File: src/rtl/i2c_word_slave.sv
module i2c_word_slave #(
  parameter logic [5:0] ADDR_HI = 6'b101100
) (
  input  logic        clk,
  input  logic        rst_n,
  input  logic        scl_in,
  input  logic        sda_in,
  input  logic        addr_sel,
  input  logic [15:0] rd_word,
  output logic        sda_oe,
  output logic [15:0] wr_word,
  output logic        wr_stb
);

  typedef enum logic [1:0] {ST_IDLE, ST_ADDR, ST_WR, ST_RD} st_t;

  st_t        st;
  logic [2:0] scl_q, sda_q;
  logic [3:0] bit_cnt;
  logic [7:0] rx, hi;
  logic [15:0] tx;
  logic       byte2, rw, clk_seen, mack;

  logic       live, scl_hi, start_c, stop_c, rise, fall, bit_v;
  logic [6:0] addr7;

  assign live    = (st != ST_IDLE);
  assign scl_hi  = scl_q[1] & scl_q[2];
  assign start_c = scl_hi & sda_q[2] & ~sda_q[1];
  assign stop_c  = scl_hi & ~sda_q[2] & sda_q[1];
  assign rise    = live & scl_q[1] & ~scl_q[2];
  assign fall    = live & ~scl_q[1] & scl_q[2];
  assign bit_v   = sda_q[1];
  assign addr7   = {ADDR_HI, addr_sel};

  always_ff @(posedge clk or negedge rst_n) begin
    if (!rst_n) begin
      scl_q <= 3'b111;
      sda_q <= 3'b111;
    end else begin
      scl_q <= {scl_q[1:0], scl_in};
      sda_q <= {sda_q[1:0], sda_in};
    end
  end

  always_ff @(posedge clk or negedge rst_n) begin
    if (!rst_n) begin
      st       <= ST_IDLE;
      bit_cnt  <= '0;
      rx       <= '0;
      hi       <= '0;
      tx       <= '0;
      byte2    <= 1'b0;
      rw       <= 1'b0;
      clk_seen <= 1'b0;
      mack     <= 1'b0;
      sda_oe   <= 1'b0;
      wr_word  <= '0;
      wr_stb   <= 1'b0;
    end else begin
      wr_stb <= 1'b0;
      if (start_c) begin
        st       <= ST_ADDR;
        bit_cnt  <= '0;
        byte2    <= 1'b0;
        clk_seen <= 1'b0;
        sda_oe   <= 1'b0;
      end else if (stop_c && clk_seen) begin
        st     <= ST_IDLE;
        sda_oe <= 1'b0;
      end else if (rise) begin
        if (bit_cnt < 4'd8) rx <= {rx[6:0], bit_v};
        if (bit_cnt == 4'd8) mack <= ~bit_v;
        if (bit_cnt < 4'd9) bit_cnt <= bit_cnt + 4'd1;
        if (st == ST_ADDR && bit_cnt < 4'd7 && bit_v != addr7[3'd6 - bit_cnt[2:0]])
          st <= ST_IDLE;
        if (st == ST_ADDR && bit_cnt == 4'd7) rw <= bit_v;
      end else if (fall) begin
        clk_seen <= 1'b1;
        if (bit_cnt == 4'd8) begin
          if (st != ST_RD) sda_oe <= 1'b1;
          else begin
            sda_oe <= 1'b0;
            tx     <= tx << 1;
          end
        end else if (bit_cnt == 4'd9) begin
          bit_cnt <= '0;
          sda_oe  <= 1'b0;
          case (st)
            ST_ADDR: begin
              byte2 <= 1'b0;
              if (rw) begin
                st     <= ST_RD;
                tx     <= rd_word;
                sda_oe <= ~rd_word[15];
              end else begin
                st <= ST_WR;
              end
            end
            ST_WR: begin
              if (!byte2) begin
                hi    <= rx;
                byte2 <= 1'b1;
              end else begin
                wr_word <= {hi, rx};
                wr_stb  <= 1'b1;
                byte2   <= 1'b0;
              end
            end
            ST_RD: begin
              if (mack && !byte2) begin
                byte2  <= 1'b1;
                sda_oe <= ~tx[15];
              end else begin
                st <= ST_IDLE;
              end
            end
            default: st <= ST_IDLE;
          endcase
        end else if (bit_cnt != 4'd0 && st == ST_RD) begin
          tx     <= tx << 1;
          sda_oe <= ~tx[14];
        end
      end
    end
  end

endmodule

File: config.mk
export PLATFORM = sky130hd
export DESIGN_NAME = i2c_word_slave
export DESIGN_NICKNAME = d
export VERILOG_FILES = /design/src/rtl/i2c_word_slave.sv
export SDC_FILE = /design/constraint.sdc
export NUM_CORES = 1
export LEC_CHECK = 0
export ABC_AREA = 1
export CORE_MARGIN = 2
export CORE_UTILIZATION = 45
export CTS_CLUSTER_DIAMETER = 60
export CTS_CLUSTER_SIZE = 40
export DETAILED_ROUTE_END_ITERATION = 8
export HOLD_SLACK_MARGIN = 0.15
export PLACE_DENSITY = 0.69
export SLEW_MARGIN = 5
export SYNTH_ARGS = -nofsm -noshare
export SYNTH_HDL_FRONTEND = slang
export SYNTH_SLANG_ARGS = --single-unit
File: constraint.sdc
create_clock -name clk -period 1.82 [get_ports clk]
set_clock_uncertainty 0.2 [all_clocks]
set_input_delay 0.546 -clock clk [delete_from_list [all_inputs] [get_ports clk]]
set_output_delay 0.546 -clock clk [all_outputs]
set_load 0.005 [all_outputs]
* Word level (Yosys, flattened, before mapping)
Index checks and enable logic that the tools add are counted.
** Word-level totals
- Register bits after elaboration :: 66
- Input port bits :: 21
- Output and inout port bits :: 18
- Word-level logic and storage cells :: 150
** Cells by class
- Add/subtract/negate cells :: 2
- $lt $le $gt $ge :: 4
- Eq/ne operators :: 22
- Mux-type cells :: 57
- Bitwise operators :: 21
- Reductions and logical operators :: 30
** Operators by type and width (count)
- $mux 16 :: 6
- $mux 1 :: 32
- $mux 4 :: 7
- $reduce_and 8->1 :: 3
- $mux 2 :: 8
- $reduce_bool 4->1 :: 4
- $ne 3x3->1 const B :: 4
- $not 1->1 :: 12
- $reduce_and 4->1 :: 3
- $reduce_bool 3->1 :: 4
- $ne 2x2->1 const B :: 5
- $and 1x1->1 :: 9
- $eq 4x4->1 const B :: 2
- $lt 4x4->1 const B :: 2
- $ne 4x4->1 const B :: 2
- $reduce_and 7->1 :: 1
- $logic_and 1x1->1 :: 6
- $ne 3x2->1 const B :: 2
- $pmux 2 s3 :: 1
- $reduce_and 3->1 :: 2
- $reduce_and 6->1 :: 1
- $reduce_bool 2->1 :: 3
- $ne 5x5->1 const B :: 1
- $reduce_and 5->1 :: 1
- 14 further kinds :: 15

* Depth between registers and ports, before layout
Gate-level depths: netlist of the first run.
- Word-level depth :: 10
- Depth in mapped cells :: 11

* Worst setup path before layout of the first run
Ideal clock, no wire load.
- Kind :: register to register
- From :: register bit_cnt[0]
- To :: register tx[11]
- Data arrival time :: 1.540 ns
- Required time :: 1.504 ns
- Slack :: -0.036 ns
- Stages on the path, launching flop included :: 12
- Cells stage by stage :: dfrtp_1 inv_1 ha_1 nand3_2 inv_1 a21oi_2 nand2_1 inv_4 nand2_4 buf_8 nand2_1 nand2_1
** On the way
- Longest elaborated chain between the ends :: 4
** Ends and longest elaborated chain
- from (decl) :: line 19 : logic [3:0] bit_cnt;
- from (signal assigned) :: line 74 : if (bit_cnt < 4'd9) bit_cnt <= bit_cnt + 4'd1;
- $reduce_bool 4->1 :: line 120 : end else if (bit_cnt != 4'd0 && st == ST_RD) begin
- $logic_and 1x1->1 :: line 120
- $reduce_bool 3->1 (no source line)
- $reduce_and 8->1 (no source line)
- to (signal assigned) :: line 84 : tx <= tx << 1;
- to (signal assigned) :: line 94 : tx <= rd_word;
- to (signal assigned) :: line 121 : tx <= tx << 1;
- to (decl) :: line 21 : logic [15:0] tx;
Several ways; a longest one is shown, not always the timed one.
A chain may end at the register's enable or synchronous reset.

* Worst setup path in the final report of the first run
- From :: register bit_cnt[1]
- To :: register wr_word[10]
** On the way
- Longest elaborated chain between the ends :: 3
** Ends and longest elaborated chain
- $eq 4x4->1 :: line 80 : if (bit_cnt == 4'd8) begin
- $not 1->1 (no source line)
- $reduce_and 8->1 (no source line) *
- to (signal assigned) :: line 105 : wr_word <= {hi, rx};
- to (decl) :: line 11 : output logic [15:0] wr_word,
Every way passes the cells marked *; elsewhere a longest branch is shown, timed or not.

==> reports/qor.txt, run 1 <==
status -> complete, but fails checks
failing checks -> negative setup slack
max-slew violation count -> 0
Avg Inst Size Synth -> 8.46 µm²
TritonCTS clock tree -> built
worst r2r src -> bit_cnt[1]
register area -> 1660 µm²
Rows -> 31
CP Data Arrival Time -> 1.87 ns
Max Cap Viol -> 0
global-route wire length before repair -> 12.3 mm
Hold Slack -> 0.157 ns
Yosys reg bits -> 66
CTS buffer count -> 9
Syn Nets -> 424
Post-route DRC -> 0
antenna cells -> 0
dpl cell area -> 3990 µm²
Hold Fails Final Rpt -> 0
H-tree level count -> 3
number of global-route vias before repair -> 2,648
Hold Startpoint -> sda_q[0]
IO Port Bufs -> 38
largest net degree at the start of global routing -> 67
post-route cell area -> 4720 µm²
Final setup violation count -> 6
Die Span Y -> 90.5 µm
WP data required -> 1.86 ns
drt wl/cell -> 12.3 µm
crit end category -> flip-flop
Starting Density -> 0.464
Slew @ Worst Pin -> 0.341 ns
Worst-path clk slew -> 0.07 ns
layout cells sized above 1 -> 0.348
grt ovf -> 0
worst ir drop on vdd -> 0.000454 V
Post-synth EDFFs -> 0
min-delay worst type -> flip-flop to flip-flop
DRT Pass-1 Iters -> 4
post-layout min period -> 1.84 ns
gp weighted congestion -> 0.842
top-count cell post-synth -> nand2_1
synthesis-to-finish area growth -> 40.4%
final WL -> 7.29 mm
Post-Synthesis Cells -> 398
vias per std cell -> 4.80
Die ar. -> 8190 µm²
Main synth FF type -> dfrtp_1
unrepaired setup endpoints after global routing -> yes
Slew Limit Headroom -> 0.773
fillers -> 587
Yosys cell types -> 38
initial antenna violation count -> 0
Max Fclk -> 0.544 GHz
top cells by area, synth -> dfrtp_1 45%, nand2_1 17%, dfstp_2 4.7%
final core utilization -> 0.651
sequential-to-total area share from yosys stat -> 0.493
CTS Sinks -> 66
critical-path maximum fanout -> 8
Die X -> 90.5 µm
Post-Syn Area -> 3370 µm²
Core ar. -> 7250 µm²
Tcrit/Tclk final -> 1.01
Post-DRT Antenna Nets -> 0
Clock Latency Late Sink -> 0.34 ns
Post-synth top cells -> 152 x nand2_1, 60 x dfrtp_1, 36 x inv_1, 28 x nand3_1, 20 x o21ai_0
Synth Warn # -> 0
Iter 0 DRT Violations -> 98
Yosys top cell area share -> 0.446
clock root cell -> clkbuf_8
critical path class -> flip-flop to flip-flop
CP startpoint -> bit_cnt[1]
vias -> 2,839
Post-synth ARST share -> 1.00
Clock Path Buffers -> 2
startpoint types -> flip-flop
power per cell area -> 670 nW/µm²
PnR worst setup slack -> -0.0178 ns
nets@finish -> 513
biggest area consumer among synthesized cells -> dfrtp_1
GRT Total Usage -> 0.186
LEAKAGE -> 2.32 nW
post-DP HPWL -> 4.72 mm
Multi-input gate area -> 1690 µm²
I/O Pins -> 39
## layer usage
layer,global-route usage,wire (µm),vias up
met1,0.247,3270,1335
met3,0.0459,268,14
met2,0.300,3600,57
li1,-,-,1433
met4,0.0628,153,0
met5,0,0,-
## flip-flops by register name, indices dropped and copies added, names as in the netlist, 2 cells and up
register  count
rx            8
tx           16
bit_cnt       4
wr_word      16
st            2
hi            8
scl_q         3
sda_q         3
## cell families after synthesis
| logic type | Yosys count | synth area share |
|---|---|---|
| flops | 66 | 0.493 |
| compound gates | 45 | 0.0896 |
| fa+ha+maj | 5 | 0.0186 |
| simple gates | 227 | 0.317 |
| xor+xnor | 1 | 0.00260 |
| buf+inv | 54 | 0.0788 |
## metrics by stage
step / instances / power [mW] / worst slack, ns / TNS [ns]
after floorplan: 398 / 1.73 / 0.0220 / 0
after global placement: 546 / 1.88 / -0.0263 / -0.264
after detailed placement: 546 / 1.88 / -0.0646 / -1.03
after CTS: 587 / 3.17 / -0.0262 / -0.0455
after global routing: 591 / 3.32 / -0.0908 / -2.61
final: 591 / 3.16 / -0.0178 / -0.0461
## final timing paths
kind	cells after the start	endpoint	slack [ns]
max	9	wr_word[10]	-0.02
min	0	sda_q[1]	0.16
max reg2reg	9	wr_word[10]	-0.02
min reg2reg	0	sda_q[1]	0.16
max in group asynchronous	3	scl_q[2]	0.53
min in group asynchronous	3	wr_word[1]	0.56
## cells in the final DEF (no fill, tap or decap), types with 4 or more instances in the layout
master	n
clkdlybuf4s50_1	19
nor2_4	8
nor2_2	6
clkbuf_8	10
nand2_2	19
nand2_4	14
buf_6	8
dlygate4sd2_1	18
inv_1	30
buf_12	4
nand3_1	21
dfstp_2	6
nor2_1	10
nand3_2	8
o21ai_0	19
dfrtp_1	59
o21ai_2	16
inv_2	8
buf_4	35
nand2_1	131
## final cells by class
| cell class | instances | share of cell area |
|---|---|---|
| Clock buffer | 10 | 0.0291 |
| Clock inverter | 6 | 0.0140 |
| Inverter | 42 | 0.0360 |
| Multi-Input combinational cell | 279 | 0.357 |
| Sequential cell | 66 | 0.351 |
| Tap cell | 99 | 0.0262 |
| Timing Repair Buffer | 89 | 0.186 |
## timing repair
action	CTS	global route
hold buffers	1	0
pin swaps	10	23
endpoints found under the hold margin	60	0
gates resized for setup	43	57
setup buffers	20	5
setup endpoints to repair	51	41
cloned	4	0
## report_power, final
part | internal [mW] | total [mW] | switching, mW
clock network | 0.669 | 1.25 | 0.583
logic | 0.153 | 0.349 | 0.196
registers | 1.52 | 1.56 | 0.0456
total | 2.34 | 3.16 | 0.824
## critical path, cell delays in order, from the launching register on
cell and delay (ns):
dfrtp_1 0.39, inv_2 0.09, ha_4 0.14, nand3_4 0.09
nor2_4 0.18, nand2_4 0.06, nand3b_4 0.26, buf_16 0.21
nand2_2 0.06, o21ai_2 0.05
(Power assumes the default switching activity.)
==> run 2, diff against run 1 <==
--- a/config.mk
+++ b/config.mk
@@ -8,7 +8,6 @@
 export ABC_AREA = 1
 export CORE_MARGIN = 2
 export CORE_UTILIZATION = 45
-export CTS_CLUSTER_DIAMETER = 60
 export CTS_CLUSTER_SIZE = 40
 export DETAILED_ROUTE_END_ITERATION = 8
 export HOLD_SLACK_MARGIN = 0.15
==> results of run 2 <==
The final DEF is identical to that of run 1; final timing and power are the same.
